File: config.mk
export PLATFORM = sky130hd
export DESIGN_NAME = cic_wrap_decim
export DESIGN_NICKNAME = d
export VERILOG_FILES = /design/src/rtl/cic_pkg.sv /design/src/rtl/cic_integ_stage.sv /design/src/rtl/cic_rate_pick.sv /design/src/rtl/cic_comb_stage.sv /design/src/rtl/cic_wrap_decim.sv
export SDC_FILE = /design/constraint.sdc
export NUM_CORES = 1
export LEC_CHECK = 0
export ABC_AREA = 1
export BUFFER_PORTS_ARGS = -buffer_cell sky130_fd_sc_hd__buf_4
export CAP_MARGIN = 40
export CORE_MARGIN = 2
export CORE_UTILIZATION = 58
export DETAILED_ROUTE_END_ITERATION = 12
export PLACE_DENSITY_LB_ADDON = 0.15
export SKIP_CTS_REPAIR_TIMING = 1
export SLEW_MARGIN = 5
export SYNTH_ARGS = -nofsm -noshare
export SYNTH_HDL_FRONTEND = slang
export SYNTH_SLANG_ARGS = --single-unit
File: constraint.sdc
create_clock -name clk -period 1.67 [get_ports clk]
set_clock_uncertainty 0.15 [all_clocks]
set_input_delay 0.167 -clock clk [delete_from_list [all_inputs] [get_ports clk]]
set_output_delay 0.167 -clock clk [all_outputs]
set_load 0.01 [all_outputs]
File: src/rtl/cic_pkg.sv
package cic_pkg;

    // Bits needed to hold the peak gain (base^order) of the cascade
    function automatic int gain_bits(int base, int order);
        longint p;
        p = 1;
        for (int i = 0; i < order; i++) begin
            p = p * longint'(base);
        end
        return $clog2(p);
    endfunction

    typedef enum logic {
        PH_KEEP = 1'b0,
        PH_DROP = 1'b1
    } pick_state_t;

endpackage

File: src/rtl/cic_integ_stage.sv
module cic_integ_stage #(
    parameter int W = 17
) (
    input  logic                clk,
    input  logic                rst,
    input  logic                vin,
    input  logic signed [W-1:0] din,
    output logic                vout,
    output logic signed [W-1:0] acc
);

    // Modular accumulate: overflow wraps, never saturates
    always_ff @(posedge clk) begin
        if (rst) begin
            acc  <= '0;
            vout <= 1'b0;
        end else begin
            vout <= vin;
            if (vin) begin
                acc <= acc + din;
            end
        end
    end

    // no sample, no change
    assert_integ_hold_R2: assert property (@(posedge clk) disable iff (rst)
        !vin |=> $stable(acc));

endmodule

File: src/rtl/cic_rate_pick.sv
module cic_rate_pick
    import cic_pkg::*;
#(
    parameter int W    = 17,
    parameter int RATE = 4
) (
    input  logic                clk,
    input  logic                rst,
    input  logic                vin,
    input  logic signed [W-1:0] din,
    output logic                vout,
    output logic signed [W-1:0] dout
);

    localparam int CW = (RATE > 1) ? $clog2(RATE) : 1;
    localparam logic [CW-1:0] LAST = CW'(RATE - 1);

    pick_state_t    st, st_nx;
    logic [CW-1:0]  cnt, cnt_nx;

    // State register
    always_ff @(posedge clk) begin
        if (rst) begin
            st  <= PH_KEEP;
            cnt <= '0;
        end else begin
            st  <= st_nx;
            cnt <= cnt_nx;
        end
    end

    // Next-state logic
    always_comb begin
        st_nx  = st;
        cnt_nx = cnt;
        unique case (st)
            PH_KEEP: begin
                if (vin && (RATE > 1)) begin
                    st_nx  = PH_DROP;
                    cnt_nx = CW'(1);
                end
            end
            PH_DROP: begin
                if (vin) begin
                    if (cnt == LAST) begin
                        st_nx  = PH_KEEP;
                        cnt_nx = '0;
                    end else begin
                        cnt_nx = cnt + 1'b1;
                    end
                end
            end
            default: begin
                st_nx  = PH_KEEP;
                cnt_nx = '0;
            end
        endcase
    end

    // Output process
    always_ff @(posedge clk) begin
        if (rst) begin
            vout <= 1'b0;
            dout <= '0;
        end else begin
            vout <= vin && (st == PH_KEEP);
            if (vin && (st == PH_KEEP)) begin
                dout <= din;
            end
        end
    end

    assert_phase_range_R3: assert property (@(posedge clk) disable iff (rst)
        cnt <= LAST);

    assert_keep_at_zero_R3: assert property (@(posedge clk) disable iff (rst)
        (st == PH_KEEP) |-> (cnt == '0));

endmodule

File: src/rtl/cic_comb_stage.sv
module cic_comb_stage #(
    parameter int W     = 17,
    parameter int DELAY = 2
) (
    input  logic                clk,
    input  logic                rst,
    input  logic                vin,
    input  logic signed [W-1:0] din,
    output logic                vout,
    output logic signed [W-1:0] dout
);

    logic signed [W-1:0] hist [DELAY];

    always_ff @(posedge clk) begin
        if (rst) begin
            for (int i = 0; i < DELAY; i++) begin
                hist[i] <= '0;
            end
            dout <= '0;
            vout <= 1'b0;
        end else begin
            vout <= vin;
            if (vin) begin
                dout    <= din - hist[DELAY-1];
                hist[0] <= din;
                for (int i = 1; i < DELAY; i++) begin
                    hist[i] <= hist[i-1];
                end
            end
        end
    end

    // the difference only moves on a reduced-rate sample
    assert_comb_hold_R4: assert property (@(posedge clk) disable iff (rst)
        !vin |=> $stable(dout));

endmodule

File: src/rtl/cic_wrap_decim.sv
module cic_wrap_decim
    import cic_pkg::*;
#(
    parameter int ORDER = 3,
    parameter int DELAY = 2,
    parameter int RATE  = 4,
    parameter int IN_W  = 8,
    localparam int ACC_W = IN_W + gain_bits(RATE * DELAY, ORDER)
) (
    input  logic             clk,
    input  logic             rst,
    input  logic             in_vld,
    input  logic [IN_W-1:0]  in_smp,
    output logic             out_vld,
    output logic [ACC_W-1:0] out_smp
);

    localparam int EXT = ACC_W - IN_W;

    logic                    i_vld [ORDER+1];
    logic signed [ACC_W-1:0] i_dat [ORDER+1];
    logic                    c_vld [ORDER+1];
    logic signed [ACC_W-1:0] c_dat [ORDER+1];

    // Sign extension of the input word
    assign i_vld[0] = in_vld;
    assign i_dat[0] = {{EXT{in_smp[IN_W-1]}}, in_smp};

    for (genvar k = 0; k < ORDER; k++) begin : g_integ
        cic_integ_stage #(.W(ACC_W)) u_integ (
            .clk  (clk),
            .rst  (rst),
            .vin  (i_vld[k]),
            .din  (i_dat[k]),
            .vout (i_vld[k+1]),
            .acc  (i_dat[k+1])
        );
    end

    cic_rate_pick #(.W(ACC_W), .RATE(RATE)) u_pick (
        .clk  (clk),
        .rst  (rst),
        .vin  (i_vld[ORDER]),
        .din  (i_dat[ORDER]),
        .vout (c_vld[0]),
        .dout (c_dat[0])
    );

    for (genvar k = 0; k < ORDER; k++) begin : g_comb
        cic_comb_stage #(.W(ACC_W), .DELAY(DELAY)) u_comb (
            .clk  (clk),
            .rst  (rst),
            .vin  (c_vld[k]),
            .din  (c_dat[k]),
            .vout (c_vld[k+1]),
            .dout (c_dat[k+1])
        );
    end

    assign out_vld = c_vld[ORDER];
    assign out_smp = c_dat[ORDER];

    if (RATE > 1) begin : g_pulse_chk
        // a result strobe never lasts two cycles
        assert_single_pulse_R6: assert property (@(posedge clk) disable iff (rst)
            out_vld |=> !out_vld);
    end

endmodule

==> flow_summary.toml <==
[placement]
routabilityCongestion = 0.875
pre_cts_slack_ns = -0.195
hpwl_mm = 23.5
place_area_sq_um = 16000
port_buffers = 28

[global_route]
antenna_found_initial = 0
grt_busiest_layer = "met2"
grt_max_degree = 44
use_met3_pct = 2.51
grt_pass1_vias = 11800
grt_usage_pct = 24.5
grt_pass1_wl_mm = 52.9
grtUsageMet2_pct = 45.2
gr-total-overflow = 0
gr-usage-met1_pct = 30.1

[worst_hold_path]
hold_depth = 4
hold_path.class = "in2reg"

[cts]
root_buffer = "clkbuf_16"
numCtsBuffers = 25
tritoncts = "yes"
cts_buffer_depth = 3
cts.sinks = 231
clkTransAtPathRegs_ns = 0.06
clk_latency_ns = 0.52
h-tree-depth = 1

[yosys]
synthFlopType = "dfxtp_1"
synth-seq-cells = 231
ys.warnings.count = 0
syn-mean-instance-area_sq_um = 6.94
synth_edf_count = 102
synth-seq-area-share_pct = 39.5
syn_inst = 2058
synth_cell_type_count = 34
synth_nets = 2172
async_flop_share_pct = 0
syn-cell-area_sq_um = 14300

[sta]
setup_viol = 61
period_share_pct = 113
report.final.slew_viol_count = 0
fin_setup_tns_ns = -5.95
whs_ns = -0.0164
fin_crit_ns = 1.89
slew_headroom_pct = 64.1
fmax_ghz = 0.530
worst_pin_slew_ns = 0.535
rsz0062_at_grt = "yes"
finalHoldViolCount = 1
setup_slack_ns = -0.218

[finish]
diodes = 0
nets = 2362
syn2layout_area_growth_pct = 34.9
layout-drive-gt1-share_pct = 32.0
fillers = 1573
postLayoutCellArea_sq_um = 19300

[power]
p_comb_share_pct = 21.0
pwr-share-clk_pct = 37.9
switchingPower_mw = 4.26
p_int_mw = 11.2
finalPower_mw = 15.5
swShare_pct = 27.5
ir_worst_vdd_v = 0.000884
p_leak_nw = 9.45
seqPwrFrac_pct = 41.2
power_density_nw_per_um2 = 804

[status]
status = "finished, violations left"
violations = "hold timing, setup timing"

[worst_setup_path]
worstPathArrival_ns = 2.13
end_kind = "flop"
crit_path_start_kind = "flop"
critPathKind = "reg2reg"
reg2reg_depth = 10
crit_fanout = 4
worstPathRequired_ns = 1.91

[drt]
drc_errors = 0
viasPerCell = 5.16
wire_per_inst_um = 14.4
firstDrtPassIters = 6
drt_iter0_markers = 879
ant_nets = 0
vias = 13400
wirelength_mm = 37.3

[floorplanning]
rows = 57
coreArea_sq_um = 24200
fp.dieW_um = 161
die_y_um = 161
die_area_sq_um = 25900
ioPinCount = 29
initial_utilization_pct = 58.9

[job]
max_cap_violations = 0
==> cells in the final DEF (no fill, tap or decap), types with 4 or more instances in the layout <==
cell type	n
nand3_4	8
nand3_1	61
a21oi_1	70
buf_6	10
clkinv_1	6
inv_2	44
edfxtp_1	102
nor3_1	4
clkbuf_16	25
ha_4	78
dfxtp_2	16
o21ai_1	41
dfxtp_4	24
a21oi_2	35
inv_1	394
nand4_1	6
xor2_1	24
nor2_2	17
nand3b_1	7
fa_2	6
clkinv_2	5
o21ai_2	8
nor2_4	6
bufinv_16	5
dfxtp_1	89
ha_1	14
nand3_2	31
buf_4	199
ha_2	5
nor2_1	241
nand2_2	136
o22ai_1	9
buf_12	5
inv_4	5
o21ai_0	43
nand2_1	413
nand2_4	33
nor3_4	7
nor3_2	6
==> stage by stage <==
| step | util, % | instances | hold slack (ns) |
|---|---|---|---|
| final | 79.4 | 2590 | -0.0164 |
| after global routing | 79.4 | 2590 | -0.00981 |
| after CTS | 69.6 | 2573 | -0.158 |
| after detailed placement | 66.0 | 2528 | 0.290 |
| after global placement | 66.0 | 2528 | 0.285 |
| after floorplan | - | 2058 | 0.202 |
==> layer usage <==
layer	wire, um	up-vias
li1	-	6697
met1	15000	6173
met2	19500	361
met3	1530	122
met4	1290	0
met5	0	-
==> worst max-delay path: stages (launching register included) <==
cell and delay (ns):
edfxtp_1 0.37, ha_2 0.20, fa_2 0.40, inv_2 0.08
nand4_1 0.11, nand2_2 0.14, nand2_1 0.07, nand2_1 0.08
nand2_1 0.05, nand2_1 0.05, o21ai_1 0.06
==> cell usage after synthesis, drive strengths merged, types with 3 or more instances <==
cell	count	area [sq um]
a21oi	108	541
and2	3	18.8
buf	46	292
clkbuf	7	26.3
clkinv	3	11.3
dfxtp	129	2580
edfxtp	102	3060
fa	6	120
ha	97	1210
inv	444	1670
nand2	582	2180
nand3	100	556
nand3b	7	52.6
nand4	6	37.5
nor2	264	1010
nor3	17	90.1
o21ai	92	460
o22ai	10	62.6
or2	5	31.3
xnor2	3	26.3
xor2	24	210
==> power groups by stage <==
| stage | Combinational [mW] | Clock [mW] | Sequential [mW] |
|---|---|---|---|
| CTS | 2.37 | 5.95 | 6.28 |
| global placement | 2.28 | 0 | 6.40 |
| global route | 3.56 | 6.13 | 6.39 |
| detailed placement | 2.34 | 0 | 6.40 |
| floorplan | 1.54 | 0 | 6.34 |
| finish | 3.25 | 5.86 | 6.37 |
==> flip-flops by register name, summed over array words and instances (netlist names) <==
signal and count:
u_pick.vout 1, g_comb.u_comb.dout 51, g_integ.u_integ.acc 51, u_pick.cnt 2
u_pick.st 1, g_comb.u_comb.hist 102, g_integ.u_integ.vout 3, g_comb.u_comb.vout 3
u_pick.dout 17
==> logic make-up (layout without fill, tap and decap cells) <==
kind of cell,Yosys count,after routing,synth area share (%)
DFF,231,231,39.5
AOI/OAI and AO/OA,213,213,7.60
xor gates and xnor gates,27,27,1.66
adders and majority gates,103,103,9.34
buffers and inverters,500,708,14.0
and+or+nand+nor,984,984,27.9
==> area by class of cell <==
class / count / area [sq um] / share of cell area [%]
Multi-Input combinational cell: 1327 / 8800 / 45.7
Sequential cell: 231 / 5760 / 29.9
Timing Repair Buffer: 216 / 1730 / 8.97
Inverter: 447 / 1690 / 8.80
Clock buffer: 31 / 678 / 3.52
Tap cell: 324 / 405 / 2.11
Clock inverter: 14 / 194 / 1.01
==> path summary, 6_finish.rpt <==
kind | from | end | slack, ns
max | g_comb[0].u_comb.hist[0][17] | g_comb[0].u_comb.dout[10] | -0.22
min | in_smp[1] | g_integ[0].u_integ.acc[1] | -0.02
max reg2reg | g_comb[0].u_comb.hist[0][17] | g_comb[0].u_comb.dout[10] | -0.22
min reg2reg | g_comb[2].u_comb.dout[6] | g_comb[2].u_comb.dout[6] | 0.30
Note: power is estimated with default switching activity, not from simulation.
